--- src/rtl/pinbank_pkg.sv ---
package pinbank_pkg;

    typedef enum logic [2:0] {
        A_DOUT = 3'd0,
        A_DIR  = 3'd1,
        A_FUNC = 3'd2,
        A_PEN  = 3'd3,
        A_PSEL = 3'd4,
        A_IEN  = 3'd5,
        A_FLAG = 3'd6,
        A_CTRL = 3'd7
    } reg_addr_e;

    // Pin index of signal s of peripheral p for a given location bit.
    function automatic int route_pin(int p, int s, logic loc, int sig_w, int shift, int npins);
        int base;
        base = p * sig_w + s;
        return loc ? ((base + shift) % npins) : base;
    endfunction

endpackage

--- src/rtl/pinbank_sync.sv ---
module pinbank_sync #(
    parameter int W = 8
) (
    input  logic         clk,
    input  logic         rst_n,
    input  logic [W-1:0] d_i,
    output logic [W-1:0] q_o
);
    logic [W-1:0] meta_q;
    logic [W-1:0] sync_q;

    always_ff @(posedge clk or negedge rst_n) begin
        if (!rst_n) begin
            meta_q <= '0;
            sync_q <= '0;
        end else begin
            meta_q <= d_i;
            sync_q <= meta_q;
        end
    end

    assign q_o = sync_q;
endmodule

--- src/rtl/pinbank_edge.sv ---
module pinbank_edge #(
    parameter int W = 8
) (
    input  logic         clk,
    input  logic         rst_n,
    input  logic [W-1:0] lvl_i,
    input  logic         fall_i,
    input  logic [W-1:0] ien_i,
    input  logic [W-1:0] clr_i,
    output logic [W-1:0] flag_o
);
    logic [W-1:0] prev_q;
    logic [W-1:0] flag_q;
    logic [W-1:0] hit;

    always_comb begin
        hit = fall_i ? (prev_q & ~lvl_i) : (lvl_i & ~prev_q);
        hit = hit & ien_i;
    end

    always_ff @(posedge clk or negedge rst_n) begin
        if (!rst_n) begin
            prev_q <= '0;
            flag_q <= '0;
        end else begin
            prev_q <= lvl_i;
            flag_q <= (flag_q & ~clr_i) | hit;
        end
    end

    assign flag_o = flag_q;
endmodule

--- src/rtl/pinbank_route.sv ---
module pinbank_route
    import pinbank_pkg::*;
#(
    parameter int NUM_PINS   = 8,
    parameter int NUM_PERIPH = 2,
    parameter int SIG_W      = 2,
    parameter int ALT_SHIFT  = 2,
    localparam int NSIG      = NUM_PERIPH * SIG_W
) (
    input  logic [NUM_PINS-1:0]   func_i,
    input  logic [NUM_PINS-1:0]   dout_i,
    input  logic [NUM_PINS-1:0]   dir_i,
    input  logic [NUM_PERIPH-1:0] loc_i,
    input  logic [NSIG-1:0]       per_out_i,
    input  logic [NSIG-1:0]       per_oe_i,
    input  logic [NUM_PINS-1:0]   lvl_i,
    output logic [NUM_PINS-1:0]   pad_out_o,
    output logic [NUM_PINS-1:0]   pad_oe_o,
    output logic [NSIG-1:0]       per_in_o
);
    // Scan from the highest peripheral down so the lowest one is written last.
    always_comb begin
        for (int i = 0; i < NUM_PINS; i++) begin
            pad_out_o[i] = dout_i[i];
            pad_oe_o[i]  = dir_i[i];
            if (func_i[i]) begin
                pad_out_o[i] = 1'b0;
                pad_oe_o[i]  = 1'b0;
                for (int p = NUM_PERIPH - 1; p >= 0; p--) begin
                    for (int s = SIG_W - 1; s >= 0; s--) begin
                        if (route_pin(p, s, loc_i[p], SIG_W, ALT_SHIFT, NUM_PINS) == i) begin
                            pad_out_o[i] = per_out_i[p*SIG_W+s];
                            pad_oe_o[i]  = per_oe_i[p*SIG_W+s];
                        end
                    end
                end
            end
        end
    end

    always_comb begin
        for (int p = 0; p < NUM_PERIPH; p++) begin
            for (int s = 0; s < SIG_W; s++) begin
                per_in_o[p*SIG_W+s] = lvl_i[route_pin(p, s, loc_i[p], SIG_W, ALT_SHIFT, NUM_PINS)];
            end
        end
    end
endmodule

--- src/rtl/pinbank_ctrl.sv ---
module pinbank_ctrl
    import pinbank_pkg::*;
#(
    parameter int NUM_PINS   = 8,
    parameter int NUM_PERIPH = 2,
    parameter int SIG_W      = 2,
    parameter int ALT_SHIFT  = 2,
    localparam int NSIG      = NUM_PERIPH * SIG_W
) (
    input  logic                clk,
    input  logic                rst_n,
    input  logic                reg_wr_i,
    input  logic [2:0]          reg_addr_i,
    input  logic [NUM_PINS-1:0] reg_wdata_i,
    output logic [NUM_PINS-1:0] reg_rdata_o,
    input  logic [NUM_PINS-1:0] pad_in_i,
    output logic [NUM_PINS-1:0] pad_out_o,
    output logic [NUM_PINS-1:0] pad_oe_o,
    output logic [NUM_PINS-1:0] pad_pu_o,
    output logic [NUM_PINS-1:0] pad_pd_o,
    input  logic [NSIG-1:0]     per_out_i,
    input  logic [NSIG-1:0]     per_oe_i,
    output logic [NSIG-1:0]     per_in_o,
    output logic                irq_o
);
    localparam int CTRL_W = 1 + NUM_PERIPH;

    logic [NUM_PINS-1:0]   dout_q, dir_q, func_q, pen_q, psel_q, ien_q;
    logic                  fall_q;
    logic [NUM_PERIPH-1:0] loc_q;
    logic [NUM_PINS-1:0]   lvl_w, flag_w, clr_w;
    reg_addr_e             addr;

    assign addr = reg_addr_e'(reg_addr_i);

    always_ff @(posedge clk or negedge rst_n) begin
        if (!rst_n) begin
            dout_q <= '0;
            dir_q  <= '0;
            func_q <= '0;
            pen_q  <= '0;
            psel_q <= '0;
            ien_q  <= '0;
            fall_q <= 1'b0;
            loc_q  <= '0;
        end else if (reg_wr_i) begin
            unique case (addr)
                A_DOUT: dout_q <= reg_wdata_i;
                A_DIR:  dir_q  <= reg_wdata_i;
                A_FUNC: func_q <= reg_wdata_i;
                A_PEN:  pen_q  <= reg_wdata_i;
                A_PSEL: psel_q <= reg_wdata_i;
                A_IEN:  ien_q  <= reg_wdata_i;
                A_FLAG: ;
                A_CTRL: begin
                    fall_q <= reg_wdata_i[0];
                    loc_q  <= reg_wdata_i[CTRL_W-1:1];
                end
            endcase
        end
    end

    always_comb begin
        reg_rdata_o = '0;
        unique case (addr)
            A_DOUT: reg_rdata_o = lvl_w;
            A_DIR:  reg_rdata_o = dir_q;
            A_FUNC: reg_rdata_o = func_q;
            A_PEN:  reg_rdata_o = pen_q;
            A_PSEL: reg_rdata_o = psel_q;
            A_IEN:  reg_rdata_o = ien_q;
            A_FLAG: reg_rdata_o = flag_w;
            A_CTRL: reg_rdata_o[CTRL_W-1:0] = {loc_q, fall_q};
        endcase
    end

    assign clr_w    = (reg_wr_i && addr == A_FLAG) ? reg_wdata_i : '0;
    assign pad_pu_o = pen_q & psel_q;
    assign pad_pd_o = pen_q & ~psel_q;
    assign irq_o    = |(flag_w & ien_q);

    pinbank_sync #(.W(NUM_PINS)) u_sync (
        .clk   (clk),
        .rst_n (rst_n),
        .d_i   (pad_in_i),
        .q_o   (lvl_w)
    );

    pinbank_edge #(.W(NUM_PINS)) u_edge (
        .clk    (clk),
        .rst_n  (rst_n),
        .lvl_i  (lvl_w),
        .fall_i (fall_q),
        .ien_i  (ien_q),
        .clr_i  (clr_w),
        .flag_o (flag_w)
    );

    pinbank_route #(
        .NUM_PINS   (NUM_PINS),
        .NUM_PERIPH (NUM_PERIPH),
        .SIG_W      (SIG_W),
        .ALT_SHIFT  (ALT_SHIFT)
    ) u_route (
        .func_i    (func_q),
        .dout_i    (dout_q),
        .dir_i     (dir_q),
        .loc_i     (loc_q),
        .per_out_i (per_out_i),
        .per_oe_i  (per_oe_i),
        .lvl_i     (lvl_w),
        .pad_out_o (pad_out_o),
        .pad_oe_o  (pad_oe_o),
        .per_in_o  (per_in_o)
    );
endmodule

--- config.mk ---
export PLATFORM = sky130hd
export DESIGN_NAME = pinbank_ctrl
export DESIGN_NICKNAME = d
export VERILOG_FILES = /design/src/rtl/pinbank_pkg.sv /design/src/rtl/pinbank_sync.sv /design/src/rtl/pinbank_edge.sv /design/src/rtl/pinbank_route.sv /design/src/rtl/pinbank_ctrl.sv
export SDC_FILE = /design/constraint.sdc
export NUM_CORES = 1
export LEC_CHECK = 0
export CORE_MARGIN = 5
export CORE_UTILIZATION = 45
export CTS_BUF_LIST = sky130_fd_sc_hd__clkbuf_2 sky130_fd_sc_hd__clkbuf_4 sky130_fd_sc_hd__clkbuf_8
export DETAILED_ROUTE_END_ITERATION = 8
export PLACE_DENSITY = 0.69
export SLEW_MARGIN = 15
export SYNTH_ARGS = -nofsm -noshare
export SYNTH_HDL_FRONTEND = slang
export SYNTH_HIERARCHICAL = 1
export SYNTH_SLANG_ARGS = --single-unit
export TNS_END_PERCENT = 50
--- constraint.sdc ---
create_clock -name clk -period 6.8 [get_ports clk]
set_clock_uncertainty 0.2 [all_clocks]
set_input_delay 2.04 -clock clk [delete_from_list [all_inputs] [get_ports clk]]
set_output_delay 2.04 -clock clk [all_outputs]
set_load 0.01 [all_outputs]
==> flow_summary.json <==
{
  "status": "completed",
  "mostFrequentLayoutCell": "dfrtp_1",
  "critPathArrivalTime_ns": 4.11,
  "power.density_nw_per_um2": 287,
  "use_met3_pct": 4.56,
  "required_ns": 4.56,
  "viasPerCell": 5.62,
  "pin_count": 75,
  "drtPass1Iterations": 4,
  "dp.final_hpwl_um": 6820,
  "maxSlewViolCount": 0,
  "cp_top_family": "buffers and inverters",
  "max_stage_delay_ns": 0.76,
  "cts_buffers": 9,
  "setup_violations": 0,
  "setup_slack_ns": 0.454,
  "fin_crit_sh_pct": 93.3,
  "row_count": 34,
  "final_nets": 423,
  "grt_max_degree": 84,
  "layout_min_cycle_time_ns": 6.35,
  "drt_iter0_markers": 169,
  "cts_tree": "built",
  "gp_congestion": 0.812,
  "die_x_um": 105,
  "crit_top_cell": "clkdlybuf4s50_1",
  "routed_wl_um": 9990,
  "hold_buffers": 0,
  "met2_usage_pct": 29.9,
  "ys.flop_type": "dfrtp_1",
  "seq_area_frac_synth_pct": 51.5,
  "start_kind": "primary input",
  "synth_fp_nets": 344,
  "most-common-layout-cells": "dfrtp_1, clkdlybuf4s50_1, mux2_2, nand2_1, and2_1",
  "use_met1_pct": 24.9,
  "ff2ff_path_depth": 2,
  "num_vias": 2845,
  "synth_area_um2": 4030,
  "ys_seq_elements": 83,
  "ctsResizeCount": 0,
  "antenna_found_initial": 0,
  "cts.path.max_buffers": 2,
  "wire_per_inst_um": 19.7,
  "drive_gt1_share_pct": 24.9,
  "start_util_pct": 46.3,
  "path_class": "in -> out",
  "p_total_mw": 1.46,
  "cts_setup_buffers": 0,
  "n_antenna_cell": 0,
  "syn_inst": 314,
  "cts_sinks": 83,
  "grt_use_total_pct": 18.5,
  "ant_nets": 0,
  "slowest_stage": "clkdlybuf4s50_1",
  "synth_edf_count": 0,
  "synth-async-reset-ratio_pct": 100,
  "grt.overflow.total": 0,
  "min_path_type": "reg -> reg",
  "core_region_area_um2": 8720,
  "cap_violations": 0,
  "drc": 0,
  "setup_tns_ns": 0,
  "rsz0062_at_grt": "false",
  "crit_path_max_fanout": 12,
  "synth_area_per_cell_um2": 12.8,
  "worst_pin_slew_ns": 0.710,
  "grt_pass1_wl_um": 16000,
  "area_delta_synth_final_pct": 26.1,
  "cp_num_cells": 5,
  "synth_cell_types": 37,
  "end_kind": "output port",
  "dieArea_um2": 11000,
  "dp_slack_ns": 0.463,
  "utilization_pct": 58.3,
  "ctsHtreeMaxLevel": 3,
  "crit_buf_inv": 3,
  "finalHoldViolCount": 0,
  "clock_latency_ns": 0.36,
  "grt_pass1_vias": 2936,
  "path_clk_slew_ns": 0.08,
  "holdWs_ns": 0.153,
  "hold_depth": 0,
  "slew-limit-headroom_pct": 52.7,
  "vdd_drop_max_mv": 0.158,
  "ctsRootBufferMaster": "clkbuf_8",
  "port_buffers": 74,
  "max_freq_mhz": 158,
  "path_cells": "clkdlybuf4s50_1 -> buf_4 -> mux4_2 -> mux2_2 -> clkdlybuf4s50_1",
  "die_h_um": 105,
  "p_leak_nw": 2.10,
  "ys_warn_count": 6,
  "busiest_layer": "met2"
}
## registers in the layout, summed over array words and instances, names as in the netlist
register,flops
dout_q,8
ien_q,8
fall_q,1
u_edge/flag_o,8
pen_q,8
u_edge/prev_q,8
func_q,8
psel_q,8
loc_q,2
dir_q,8
u_sync/q_o,8
u_sync/meta_q,8
## cells in the mapped netlist (2+ instances only)
cell type / number / share of area (%)
or2_2: 4 / 0.62
mux2i_1: 14 / 3.5
nand3_1: 5 / 0.62
nand4b_1: 8 / 1.7
dfrtp_1: 83 / 51
buf_2: 3 / 0.37
nand4_1: 2 / 0.31
nand2b_1: 8 / 1.2
and2_1: 16 / 2.5
a22oi_1: 4 / 0.74
nand3b_1: 4 / 0.74
a22o_1: 4 / 0.87
nor3b_4: 2 / 0.93
buf_6: 4 / 1.1
o311ai_2: 2 / 0.81
nor2_1: 6 / 0.56
mux2_2: 58 / 16
a31oi_1: 8 / 1.2
mux4_2: 6 / 3.3
o21ai_0: 8 / 0.99
o311ai_0: 5 / 1.1
inv_1: 8 / 0.74
nand2_1: 17 / 1.6
nand3_2: 2 / 0.50
buf_4: 4 / 0.74
or3b_1: 4 / 0.87
nor2b_1: 15 / 2.3
## path summary, 6_finish.rpt
path,startpoint,end,slack (ns)
hold reg to reg,u_sync/meta_q[3],u_sync/q_o[3],0.15
setup reg to reg,fall_q,u_edge/flag_o[3],5.32
hold / removal,u_sync/meta_q[3],u_sync/q_o[3],0.15
max in group asynchronous,rst_n,loc_q[0],4.35
setup / recovery,reg_addr_i[1],reg_rdata_o[1],0.45
min in group asynchronous,rst_n,u_sync/meta_q[4],1.45
## metrics by stage
stage	cells	cell area [um^2]
after CTS	505	5060
after floorplan	314	4030
final	506	5080
after global routing	506	5080
after global placement	489	4860
after detailed placement	489	4860
## layer usage
layer,vias to the layer above,wire (um)
met4,0,90
li1,1301,-
met5,-,0
met3,11,565
met1,1455,4370
met2,78,4960
## worst reg2reg max path: cells and delay by family, from the launching register on
family | cells | cell delay, ns
compound gates | 1 | 0.16
simple gates | 1 | 0.20
flops | 1 | 0.81
## cells by family after synthesis
kind of cell,after synthesis,synth area share [%]
muxes,78,23.0
and+or+nand+nor,99,16.0
buffers and inverters,19,2.98
DFF,83,51.5
AOI/OAI and AO/OA,35,6.48
## power by group
part	switching, mW	leakage (nW)	internal, mW
Sequential	0.103	0.973	0.581
Clock	0.185	0.104	0.186
Combinational	0.155	1.02	0.252
Total	0.442	2.10	1.02
## area by class of cell
class	instances	area, um^2
multi-input cells	212	1840
fillers	728	3640
inverters	8	30.0
repair buffers	79	801
clock inverters	5	60.1
flip-flops and latches	83	2080
clock buffers	11	145
well taps	108	135
Note: power is estimated with default switching activity, not from simulation.
